### src/rtl/lsv_pkg.sv
package lsv_pkg;

    typedef enum logic {
        ST_COUNT = 1'b0,
        ST_PULSE = 1'b1
    } lsv_state_e;

endpackage

### src/rtl/lsv_sync.sv
module lsv_sync #(
    parameter int unsigned STAGES = 2
) (
    input  logic clk_i,
    input  logic rst_ni,
    input  logic async_i,
    output logic sync_o
);

    typedef struct packed {
        logic [STAGES-1:0] chain;
    } sync_reg_t;

    sync_reg_t sync_d, sync_q;

    generate
        if (STAGES == 1) begin : g_one
            always_comb begin
                sync_d       = sync_q;
                sync_d.chain = async_i;
            end
        end else begin : g_many
            always_comb begin
                sync_d       = sync_q;
                sync_d.chain = {sync_q.chain[STAGES-2:0], async_i};
            end
        end
    endgenerate

    always_ff @(posedge clk_i or negedge rst_ni) begin
        if (!rst_ni) begin
            sync_q <= '0;
        end else begin
            sync_q <= sync_d;
        end
    end

    assign sync_o = sync_q.chain[STAGES-1];

endmodule

### src/rtl/lsv_fsm.sv
module lsv_fsm
    import lsv_pkg::*;
#(
    parameter int unsigned MIN_ERR_CYCLES = 20,
    parameter int unsigned ACK_CYCLES     = 3
) (
    input  logic clk_i,
    input  logic rst_ni,
    input  logic err_i,
    output logic ack_o
);

    localparam int unsigned CNT_MAX = (MIN_ERR_CYCLES > ACK_CYCLES) ? MIN_ERR_CYCLES : ACK_CYCLES;
    localparam int unsigned CNT_W   = (CNT_MAX < 2) ? 1 : $clog2(CNT_MAX);
    localparam logic [CNT_W-1:0] LAST_ERR = CNT_W'(MIN_ERR_CYCLES - 1);
    localparam logic [CNT_W-1:0] LAST_ACK = CNT_W'(ACK_CYCLES - 1);

    typedef struct packed {
        lsv_state_e       st;
        logic [CNT_W-1:0] cnt;
    } fsm_reg_t;

    fsm_reg_t fsm_d, fsm_q;

    always_comb begin
        fsm_d = fsm_q;
        unique case (fsm_q.st)
            ST_COUNT: begin
                // Counting the error duration; after a pulse this same phase is the holdoff.
                if (!err_i) begin
                    fsm_d.cnt = '0;
                end else if (fsm_q.cnt == LAST_ERR) begin
                    fsm_d.st  = ST_PULSE;
                    fsm_d.cnt = '0;
                end else begin
                    fsm_d.cnt = fsm_q.cnt + 1'b1;
                end
            end
            ST_PULSE: begin
                // The pulse always runs to full width, independent of the error level.
                if (fsm_q.cnt == LAST_ACK) begin
                    fsm_d.st  = ST_COUNT;
                    fsm_d.cnt = '0;
                end else begin
                    fsm_d.cnt = fsm_q.cnt + 1'b1;
                end
            end
            default: begin
                fsm_d.st  = ST_COUNT;
                fsm_d.cnt = '0;
            end
        endcase
    end

    always_ff @(posedge clk_i or negedge rst_ni) begin
        if (!rst_ni) begin
            fsm_q.st  <= ST_COUNT;
            fsm_q.cnt <= '0;
        end else begin
            fsm_q <= fsm_d;
        end
    end

    assign ack_o = (fsm_q.st == ST_PULSE);

endmodule

### src/rtl/lock_supervisor.sv
module lock_supervisor #(
    parameter int unsigned MIN_ERR_CYCLES = 20,
    parameter int unsigned ACK_CYCLES     = 3
) (
    input  logic clk_i,
    input  logic rst_ni,
    input  logic sync_err_i,
    output logic ack_o,
    output logic sync_lost_o
);

    localparam int unsigned SYNC_STAGES = 2;

    logic err_s;

    lsv_sync #(
        .STAGES (SYNC_STAGES)
    ) u_sync (
        .clk_i   (clk_i),
        .rst_ni  (rst_ni),
        .async_i (sync_err_i),
        .sync_o  (err_s)
    );

    lsv_fsm #(
        .MIN_ERR_CYCLES (MIN_ERR_CYCLES),
        .ACK_CYCLES     (ACK_CYCLES)
    ) u_fsm (
        .clk_i  (clk_i),
        .rst_ni (rst_ni),
        .err_i  (err_s),
        .ack_o  (ack_o)
    );

    // Loop-through toward the hub, deliberately unregistered.
    assign sync_lost_o = sync_err_i;

endmodule

### config.mk
export PLATFORM = sky130hd
export DESIGN_NAME = lock_supervisor
export DESIGN_NICKNAME = d
export VERILOG_FILES = /design/src/rtl/lsv_pkg.sv /design/src/rtl/lsv_sync.sv /design/src/rtl/lsv_fsm.sv /design/src/rtl/lock_supervisor.sv
export SDC_FILE = /design/constraint.sdc
export NUM_CORES = 1
export LEC_CHECK = 0
export BUFFER_PORTS_ARGS = -buffer_cell sky130_fd_sc_hd__buf_4
export CORE_AREA = 2 2 39 41
export CTS_CLUSTER_SIZE = 28
export DETAILED_ROUTE_END_ITERATION = 16
export DIE_AREA = 0 0 41 43
export PLACE_DENSITY = 0.47
export SYNTH_ARGS = -nofsm -noshare
export SYNTH_HDL_FRONTEND = slang
export SYNTH_SLANG_ARGS = --single-unit
export TNS_END_PERCENT = 50
### constraint.sdc
create_clock -name clk_i -period 1.9 [get_ports clk_i]
set_input_delay 0.285 -clock clk_i [delete_from_list [all_inputs] [get_ports clk_i]]
set_output_delay 0.285 -clock clk_i [all_outputs]
set_load 0.005 [all_outputs]
==> impl_results.md, run 1 <==
- Status: finished, final reports clean
- Leak: 0.200 nW
- Clock skew: 0.00318 ns
- Critical path's largest stage delay: 0.55 ns
- Std-Cell Rows: 14
- Vias in the first global route: 211
- Worst slew pin tran: 0.212 ns
- WS Path Type: register to register
- Area of the core: 1380 um2
- RSZ-0062 raised after global routing: false
- Die area: 1760 um2
- HPWL after detailed placement: 378 um
- Vias/cell: 3.98
- Dpl cells: 48
- Min Hold Slack: 0.155 ns
- Clock sinks: 8
- WL per Instance: 9.65 um
- Antenna Nets Post-Route: 0
- Delay-heaviest family, CP: simple AND/OR/NAND/NOR gates
- GP Congestion: 0.788
- Crit-path slowest cell: or4bb_1
- CP max FO: 5
- Final hold viol count: 0
- Layout Nets: 43
- Initial Util: 25.9%
- Pwr dens: 778 nW/um2
- Area delta synth->final: 20.9%
- H-tree Lvls: 1
- Fmax: 0.627 GHz
- First DRT Iteration DRCs: 2
- Die height: 43 um
- DR pass1 iterations: 2
- Post_cts resized: 0
- Crit path launch type: register
- Maximum vdd drop: 355 uV
- Synthesis-stage register bit count: 8
- Drc violations: 0
- Arr. time, crit path: 1.72 ns
- All-Layer GR Usage: 7.51%
- Sequential fraction of the synthesis area: 55.7%
- Deepest clock path buffer count: 2
- Initial antenna violation count: 0
- Root Driver: clkbuf_4
- Post-synth cell types: 15
- Placement Setup Slack: 0.326 ns
- Antenna Diode Count: 0
- Average cell area after synthesis: 12.4 um2
- Syn Nets: 34
- Setup ws final: 0.306 ns
- Skew-Pair Late Insertion Delay: 0.25 ns
- Fin crit share: 83.9%
- WP buf/inv: 0
- Die Width: 41 um
- Share of layout cells above drive strength 1: 25.0%
- Layout Cells excl Fill: 52
- Worst-path clk slew: 0.05 ns
- Setup TNS Final: 0 ns
- Placed cell areas: 402 um2
- Global-route wire length before repair: 807 um
- Fin area: 434 um2
- Min cycle time layout: 1.59 ns
- Cts bufs inserted: 3
- Max-slew violations: 0
- Crit-path cells: ha_1, or4bb_1, a22oi_4, nor2_1
- Worst setup EP type: register
- Syn Inst Count: 29
- CTS tree: done
- Post-CTS Setup Bufs: 0
- Final setup fails: 0
- Critical Path RT: 2.03 ns
- Max_cap viols: 0
- Worst min path class: input pin to register
- I/O pin cnt: 5
- Mapped Area: 359 um2
- Via count: 207
- WL final: 502 um
- Congestion Overflow GR: 0
- Ys Warns: 0
- Pin count of the biggest net entering global routing: 9
- Relative slew slack: 85.9%
- Buffers on Ports: 4
-- stage by stage --
step                total power [mW]  utilization, %
floorplan                      0.204               -
global placement               0.214            29.0
detailed placement             0.214            29.0
CTS                            0.347            31.4
global route                   0.365            31.4
finish                         0.338            31.4
-- worst paths after layout --
path	start	end	slack (ns)	cells after the start
max	u_fsm.fsm_q[0]	u_fsm.fsm_q[3]	0.31	4
min	sync_err_i	u_sync.sync_q[0]	0.16	1
max reg2reg	u_fsm.fsm_q[0]	u_fsm.fsm_q[3]	0.31	4
min reg2reg	u_sync.sync_q[0]	u_sync.sync_q[1]	0.35	0
max in group asynchronous	rst_ni	u_fsm.fsm_q[3]	1.38	2
min in group asynchronous	rst_ni	u_fsm.fsm_q[1]	0.39	2
-- sequential cells by signal (all words and copies together) (netlist names) --
signal,cells
u_fsm.ack_o,1
u_fsm.fsm_q,5
u_sync.sync_q,2
-- where the power goes --
part / internal, mW / switching [mW]
Combinational: 0.0149 / 0.0132
Sequential: 0.178 / 0.00599
Clock: 0.0720 / 0.0538
Total: 0.265 / 0.0730
-- cell type report --
| class | instances | area (um2) |
|---|---|---|
| flip-flops and latches | 8 | 200 |
| multi-input cells | 19 | 148 |
| fillers | 141 | 950 |
| well taps | 16 | 20.0 |
| inverters | 1 | 3.75 |
| clock buffers | 3 | 22.5 |
| repair buffers | 5 | 40.0 |
-- logic make-up (layout without fill, tap and decap cells) --
| family | Yosys count | in the layout | synth area share (%) |
|---|---|---|---|
| XOR/XNOR | 3 | 3 | 7.32 |
| adder cells (fa/ha/maj) | 2 | 2 | 6.97 |
| buffers and inverters | 2 | 9 | 3.14 |
| flip-flops | 8 | 8 | 55.7 |
| AO/OA/AOI/OAI | 2 | 2 | 7.32 |
| AND/OR/NAND/NOR | 12 | 12 | 19.5 |
-- cell usage in the layout (no fill, tap or decap) --
| cell type | synthesis | routed |
|---|---|---|
| a22oi_4 | 1 | 1 |
| dlygate4sd3_1 | 0 | 1 |
| nor2b_1 | 1 | 1 |
| nand2_1 | 1 | 1 |
| ha_1 | 2 | 2 |
| inv_1 | 1 | 1 |
| nand2b_1 | 1 | 1 |
| buf_4 | 1 | 4 |
| xnor2_1 | 1 | 1 |
| o21ai_0 | 1 | 1 |
| nor2_1 | 5 | 5 |
| xor2_1 | 2 | 2 |
| dfrtp_1 | 8 | 8 |
| nand3_1 | 2 | 2 |
| clkbuf_4 | 0 | 3 |
| or4bb_1 | 1 | 1 |
| or4b_4 | 1 | 1 |
-- synth_stat cells --
cell type  number  share of area, %
or4b_4          1               3.8
xor2_1          2               4.9
xnor2_1         1               2.4
nor2_1          5               5.2
inv_1           1               1.0
nand2b_1        1               1.7
o21ai_0         1               1.4
ha_1            2               7.0
or4bb_1         1               3.1
buf_4           1               2.1
a22oi_4         1               5.9
nand2_1         1               1.0
nor2b_1         1               1.7
nand3_1         2               2.8
dfrtp_1         8                56
-- metal layers --
| metal | track usage (%) | vias up | wire length (um) |
|---|---|---|---|
| met5 | 0 | - | 0 |
| met2 | 9.06 | 3 | 218 |
| met3 | 3.14 | 0 | 21 |
| li1 | - | 110 | - |
| met4 | 8.00 | 0 | 0 |
| met1 | 8.97 | 94 | 263 |
-- repair_timing --
item,in CTS,in global routing
setup endpoints to repair,0,0
hold buffers,1,0
endpoints found under the hold margin,8,0
Power figures use the tool's default switching activity.
==> run 2, diff against run 1 <==
- ABC_AREA: unset -> 1
- PLACE_DENSITY: 0.47 -> 0.48
- clock period: 1.9 -> 1.54 ns (I/O delays scaled with it)
==> impl_results.md, run 2 <==
- Placed cell areas: 418 um2 (+4.0%)
- Drc violations: 0 (unchanged)
- Max_cap viols: 0 (unchanged)
- Arr. time, crit path: 1.37 ns (-0.35 ns)
- Int Power: 0.325 mW (+23%)
- Die area: 1760 um2 (unchanged)
- Root Driver: clkbuf_4
- Ys Warns: 0 (unchanged)
- Worst Hold Depth: 1 (unchanged)
- H-tree Lvls: 1 (unchanged)
- Fin area: 450 um2 (+3.7%)
- Antenna Nets Post-Route: 0 (unchanged)
- Skew-Pair Late Insertion Delay: 0.25 ns (about the same)
- All-Layer GR Usage: 10.0% (+2.5 points)
- Synthesis-stage register bit count: 8 (unchanged)
- Synth cell count leaders: dfrtp_1 (8), nand2_1 (7), inv_1 (6)
- Post-CTS Setup Bufs: 0 (unchanged)
- Most common cell after layout, fill and taps aside: dfrtp_1
- Via count: 275 (+33%)
- Final setup fails: 0 (unchanged)
- Met1 usage: 12.3% (+3.3 points)
- Average cell area after synthesis: 9.16 um2 (-26%)
- First DRT Iteration DRCs: 5 (+3)
- Pwr dens: 932 nW/um2 (+20%)
- Worst-path clk slew: 0.06 ns (about the same)
- Cts bufs inserted: 3 (unchanged)
- Worst setup EP type: register
- WL per Instance: 10.0 um (+4.1%)
- Area of the core: 1380 um2 (unchanged)
- Congestion Overflow GR: 0 (unchanged)
- Leak: 0.229 nW (+14%)
- Syn Nets: 46 (+35%)
- Crit path launch type: register
- M2 GR Usage: 12.8% (+3.7 points)
- Mapped Area: 375 um2 (+4.5%)
- Post-synth EDFFs: 0 (unchanged)
- Share of layout cells above drive strength 1: 22.9% (-2.1 points)
- Clk pwr share: 37.1% (about the same)
- Area delta synth->final: 20.0%
- Fin crit share: 77.7% (-6.2 points)
- RR Endpoint: u_fsm.fsm_q[1]
- Vias/cell: 4.30 (+7.9%)
- Syn Inst Count: 41 (+41%)
- Net switching power: 0.0953 mW (+31%)
- Post-synth cell types: 12 (-3)
- Yosys top cell area share: 53.3% (-2.4 points)
- Crit-path slowest cell: dfrtp_1
- Sequential Power Share: 54.6% (+0.2 points)
- Clock sinks: 8 (unchanged)
- Most used DFF post-synth: dfrtp_1
- Initial Util: 27.1% (+1.2 points)
- HPWL after detailed placement: 476 um (+26%)
- Critical Path RT: 1.72 ns (-0.31 ns)
- Most flop-heavy register: u_fsm.fsm_q
- Most used cell, CP: nand2_2
- Die height: 43 um (unchanged)
- GRT busiest layer: met2
- GP Congestion: 0.683 (-13%)
- CP max FO: 5 (unchanged)
- CTS tree: done
- Critical path's largest stage delay: 0.42 ns (-0.13 ns)
- Mux cell area share after synthesis: 0% (unchanged)
- Final hold viol count: 0 (unchanged)
- Post-Synth Simple-Gate Area: 23.0% (+3.5 points)
- Maximum vdd drop: 242 uV (-32%)
- GR Util met3: 3.14% (unchanged)
- Worst min path class: input pin to register
- Setup TNS Final: 0 ns (unchanged)
- WL final: 643 um (+28%)
- Pin count of the biggest net entering global routing: 9 (unchanged)
- Hold path startpoint: sync_err_i
- Fmax: 0.836 GHz (+33%)
- Net Sw Frac: 22.7% (+1.1 points)
- R2r startpoint: u_fsm.fsm_q[0]
- Global-route wire length before repair: 1.11 mm (+38%)
- Max reg flops: 5 (unchanged)
- Most frequent cells in the layout: dfrtp_1 (8), nand2_1 (7), inv_1 (6)
- Largest area contributor in the netlist: dfrtp_1
- Clock skew: 0.00690 ns (+0.00372 ns)
- Deepest clock path buffer count: 2 (unchanged)
- Buffers on Ports: 4 (unchanged)
- Relative slew slack: 85.4% (-0.42 points)
- Most frequent cell after synthesis: dfrtp_1
- Std-Cell Rows: 14 (unchanged)
- WS Path Type: register to register
- Largest family of logic cells by synthesized area: simple AND/OR/NAND/NOR gates
- Vias in the first global route: 268 (+27%)
- Die Width: 41 um (unchanged)
- Asr flop ratio synth: 100% (unchanged)
- Post-synthesis xor/xnor area fraction: 2.33% (-5.0 points)
- Crit-path cells: ha_1, nand2_1, inv_1, nand2_2, nand2_2, a21oi_1
- Initial antenna violation count: 0 (unchanged)
- Status: finished, final reports clean
- RSZ-0062 raised after global routing: false
- Synth Area in Adders: 6.67% (-0.30 points)
- Worst reg2reg setup slack: 0.34 ns (+0.04 ns)
- Min cycle time layout: 1.20 ns (-0.398 ns)
- Register-to-Register Path Depth: 6 (+2)
- Sequential fraction of the synthesis area: 53.3% (-2.4 points)
- Layout Nets: 55 (+28%)
- Worst slew pin tran: 0.218 ns (+0.00671 ns)
- I/O pin cnt: 5 (unchanged)
- DR pass1 iterations: 4 (+2)
- Compound-Gate Fraction of Synth Area: 6.67% (-0.65 points)
- Antenna Diode Count: 0 (unchanged)
- Hold EP: u_sync.sync_q[0]
- Max-slew violations: 0 (unchanged)
- Combinational power share: 8.3% (about the same)
- Top post-synthesis cells by area: dfrtp_1 (53%), nand2_1 (7.0%), a21oi_1 (6.7%), ha_1 (6.7%), inv_1 (6.0%)
run 2: changes by cell type in the layout (fill, tap and decap cells not counted), sizes merged, moves of 2 or more:
cell   previous run  this run
nand4             0         2
nor2              5         3
xor2              2         0
a21oi             0         5
inv               1         6
nand2             1        10
run 2: worst max-delay path by stage:
stage               slack (ns)  cells past startpoint              to            from
global route              0.23                      6  u_fsm.fsm_q[1]  u_fsm.fsm_q[0]
CTS                       0.33                      6  u_fsm.fsm_q[1]  u_fsm.fsm_q[0]
detailed placement        0.35                      6  u_fsm.fsm_q[1]  u_fsm.fsm_q[0]
finish                    0.34                      6  u_fsm.fsm_q[1]  u_fsm.fsm_q[0]
global placement          0.37                      6  u_fsm.fsm_q[0]  u_fsm.fsm_q[0]
floorplan                 0.47                      6  u_fsm.fsm_q[0]  u_fsm.fsm_q[0]
run 2: area by class of cell:
| class | instances | area [um2] |
|---|---|---|
| inverters | 6 | 22.5 |
| clock buffers | 3 | 22.5 |
| well taps | 16 | 20.0 |
| fillers | 144 | 933 |
| repair buffers | 5 | 40.0 |
| flip-flops and latches | 8 | 200 |
| multi-input cells | 26 | 145 |
run 2: critical path: cells and delay by family, from the launching register on:
kind | cells | cell delay (ns)
AOI/OAI and AO/OA | 1 | 0.16
adders and majority gates | 1 | 0.27
buffers and inverters | 1 | 0.05
DFF | 1 | 0.42
and+or+nand+nor | 3 | 0.21
run 2: cell families (layout without fill, tap and decap cells):
| logic type | Yosys count | count (layout) |
|---|---|---|
| xor gates and xnor gates | 1 | 1 |
| AOI/OAI and AO/OA | 5 | 5 |
| adders and majority gates | 2 | 2 |
| and+or+nand+nor | 18 | 18 |
| DFF | 8 | 8 |
| buffers and inverters | 7 | 14 |
run 2: layer usage:
layer	share of wire, %	vias up
met5	0	-
met4	0	0
met3	2.2	0
met2	46	5
met1	51	124
li1	-	146
run 2: stage by stage:
step	utilization, %	setup WS, ns	power, mW	instances	hold WS, ns
after CTS	32.5	0.334	0.432	64	0.0914
final	32.5	0.343	0.420	64	0.101
after detailed placement	30.2	0.346	0.267	60	0.0565
after global routing	32.5	0.226	0.447	64	0.0856
after global placement	30.2	0.369	0.266	60	0.0576
after floorplan	-	0.467	0.252	41	-0.0646
run 2: timing repair:
action | CTS | global route
gates resized for setup | 0 | 0
endpoints found under the hold margin | 8 | 0
hold buffers | 1 | 0
run 2: power by group through the flow:
stage / combinational, mW / clock [mW] / sequential (mW)
floorplan: 0.0214 / 0 / 0.230
global placement: 0.0342 / 0 / 0.232
detailed placement: 0.0339 / 0 / 0.233
CTS: 0.0360 / 0.167 / 0.229
global route: 0.0407 / 0.176 / 0.231
finish: 0.0350 / 0.156 / 0.229
==> run 3, diff against run 2 <==
- PLACE_DENSITY: 0.48 -> 0.49
- clock period: 1.54 -> 1.1 ns (I/O delays scaled with it)
==> impl_results.md, run 3 (same netlist as run 2, synthesis figures left out) <==
- Status: complete, but fails checks
- Violated checks: negative setup slack
- Root Driver: clkbuf_4
- Leak: 0.258 nW (+13%)
- GP Congestion: 0.681 (-0.23%)
- Final hold viol count: 0 (unchanged)
- Setup TNS Final: -0.137 ns (-0.137 ns)
- Most common cell after layout, fill and taps aside: buf_4
- I/O pin cnt: 5 (unchanged)
- Congestion Overflow GR: 0 (unchanged)
- Area of the core: 1380 um2 (unchanged)
- RR Endpoint: u_fsm.fsm_q[0]
- Pin count of the biggest net entering global routing: 9 (unchanged)
- Clock skew: 0.00623 ns (-0.000665 ns)
- Max-slew violations: 0 (unchanged)
- Die height: 43 um (unchanged)
- Initial Util: 27.1% (unchanged)
- WL final: 764 um (+19%)
- Global-route wire length before repair: 1.07 mm (-3.7%)
- Final setup fails: 6 (+6)
- Vias in the first global route: 273 (+1.9%)
- Initial antenna violation count: 0 (unchanged)
- Worst-path clk slew: 0.05 ns (about the same)
- Hold path startpoint: sync_err_i
- Share of layout cells above drive strength 1: 55.6% (+33 points)
- Buffers on Ports: 4 (unchanged)
- DR pass1 iterations: 4 (unchanged)
- WS Path Type: register to register
- Fin crit share: 103% (+25 points)
- WL per Instance: 10.9 um (+8.6%)
- CP max FO: 6 (+1)
- CTS tree: done
- Worst setup EP type: register
- Worst reg2reg setup slack: -0.03 ns (-0.38 ns)
- Worst slew pin tran: 0.242 ns (+0.0233 ns)
- All-Layer GR Usage: 10.0% (-0.020 points)
- Arr. time, crit path: 1.27 ns (-0.10 ns)
- Worst Hold Depth: 1 (unchanged)
- Max reg flops: 5 (unchanged)
- Most frequent cells in the layout: buf_4 (10), nand2_1 (6), dfrtp_1 (6)
- Final Util: 40.2% (+7.7 points)
- Filler cells: 141 (-2.1%)
- Hold EP: u_sync.sync_q[0]
- Drc violations: 0 (unchanged)
- Std-Cell Rows: 14 (unchanged)
- R2r startpoint: u_fsm.fsm_q[0]
- Cts bufs inserted: 3 (unchanged)
- Die Width: 41 um (unchanged)
- Layout Nets: 61 (+11%)
- Most flop-heavy register: u_fsm.fsm_q
- Deepest clock path buffer count: 2 (unchanged)
- Antenna Diode Count: 0 (unchanged)
- Skew-Pair Late Insertion Delay: 0.26 ns (about the same)
- Fmax: 0.883 GHz (+5.6%)
- Worst min path class: input pin to register
- Max_cap viols: 0 (unchanged)
- Area delta synth->final: 48.3%
- Min Hold Slack: 0.0262 ns (-0.0746 ns)
- Maximum vdd drop: 627 uV (+160%)
- Register-to-Register Path Depth: 7 (+1)
- Via count: 305 (+11%)
- RSZ-0062 raised after global routing: true
- Antenna Nets Post-Route: 0 (unchanged)
- Die area: 1760 um2 (unchanged)
- First DRT Iteration DRCs: 5 (unchanged)
- Crit path launch type: register
- H-tree Lvls: 1 (unchanged)
- Min cycle time layout: 1.13 ns (-0.0637 ns)
- Placement Setup Slack: -0.0742 ns (-0.420 ns)
- Clock sinks: 8 (unchanged)
- Vias/cell: 4.36 (+1.4%)
- Setup ws final: -0.0328 ns (-0.376 ns)
- Critical Path RT: 1.24 ns (-0.48 ns)
- Relative slew slack: 83.8% (-1.6 points)
- Pwr dens: 1160 nW/um2 (+25%)
==> run 3: metal layers <==
metal	track usage, %	vias up	wire length, um
met1	11.2	138	323
met5	0	-	0
li1	-	156	-
met3	7.85	2	49
met2	12.8	9	381
met4	6.00	0	10
==> run 3: worst max path at each step <==
stage	start	to	slack, ns
after floorplan	u_fsm.fsm_q[0]	u_fsm.fsm_q[0]	0.03
after global placement	u_fsm.fsm_q[0]	u_fsm.fsm_q[1]	-0.08
after detailed placement	u_fsm.fsm_q[0]	u_fsm.fsm_q[1]	-0.07
after CTS	u_fsm.fsm_q[0]	u_fsm.fsm_q[1]	-0.02
after global routing	u_fsm.fsm_q[0]	u_fsm.fsm_q[0]	-0.1
final	u_fsm.fsm_q[0]	u_fsm.fsm_q[0]	-0.03
==> run 3: power breakdown <==
| part | internal [mW] | switching (mW) |
|---|---|---|
| sequential | 0.308 | 0.0138 |
| combinational | 0.0500 | 0.0455 |
| clock | 0.125 | 0.105 |
| total | 0.484 | 0.164 |
==> run 3: critical path, cell delays in order (launching register included) <==
cell and delay, ns:
dfrtp_2 0.44, inv_2 0.07, ha_4 0.12, inv_2 0.03, nor2_2 0.10, nand2_2 0.07
nand2_4 0.12, a21oi_2 0.07
==> run 3: layout make-up <==
| cell class | instances | area (um2) | area share, % |
|---|---|---|---|
| multi-input combinational | 26 | 204 | 36.6 |
| clock buffer | 3 | 22.5 | 4.04 |
| timing repair buffer | 11 | 85.1 | 15.3 |
| sequential | 8 | 203 | 36.4 |
| inverter | 6 | 22.5 | 4.04 |
| tap | 16 | 20.0 | 3.60 |
==> run 3: metrics by stage <==
step	std cells	total power [mW]	instance area [um2]
floorplan	41	0.352	375
global placement	63	0.378	440
detailed placement	63	0.378	440
CTS	68	0.621	483
global route	70	0.678	557
finish	70	0.647	557
==> run 3: timing repair <==
item | in CTS | in global routing
gates cloned | 0 | 0
endpoints found under the setup margin | 6 | 6
buffers inserted | 1 | 2
hold buffers | 1 | 0
resized for setup | 1 | 16
pin swaps | 1 | 5
endpoints found under the hold margin | 8 | 0
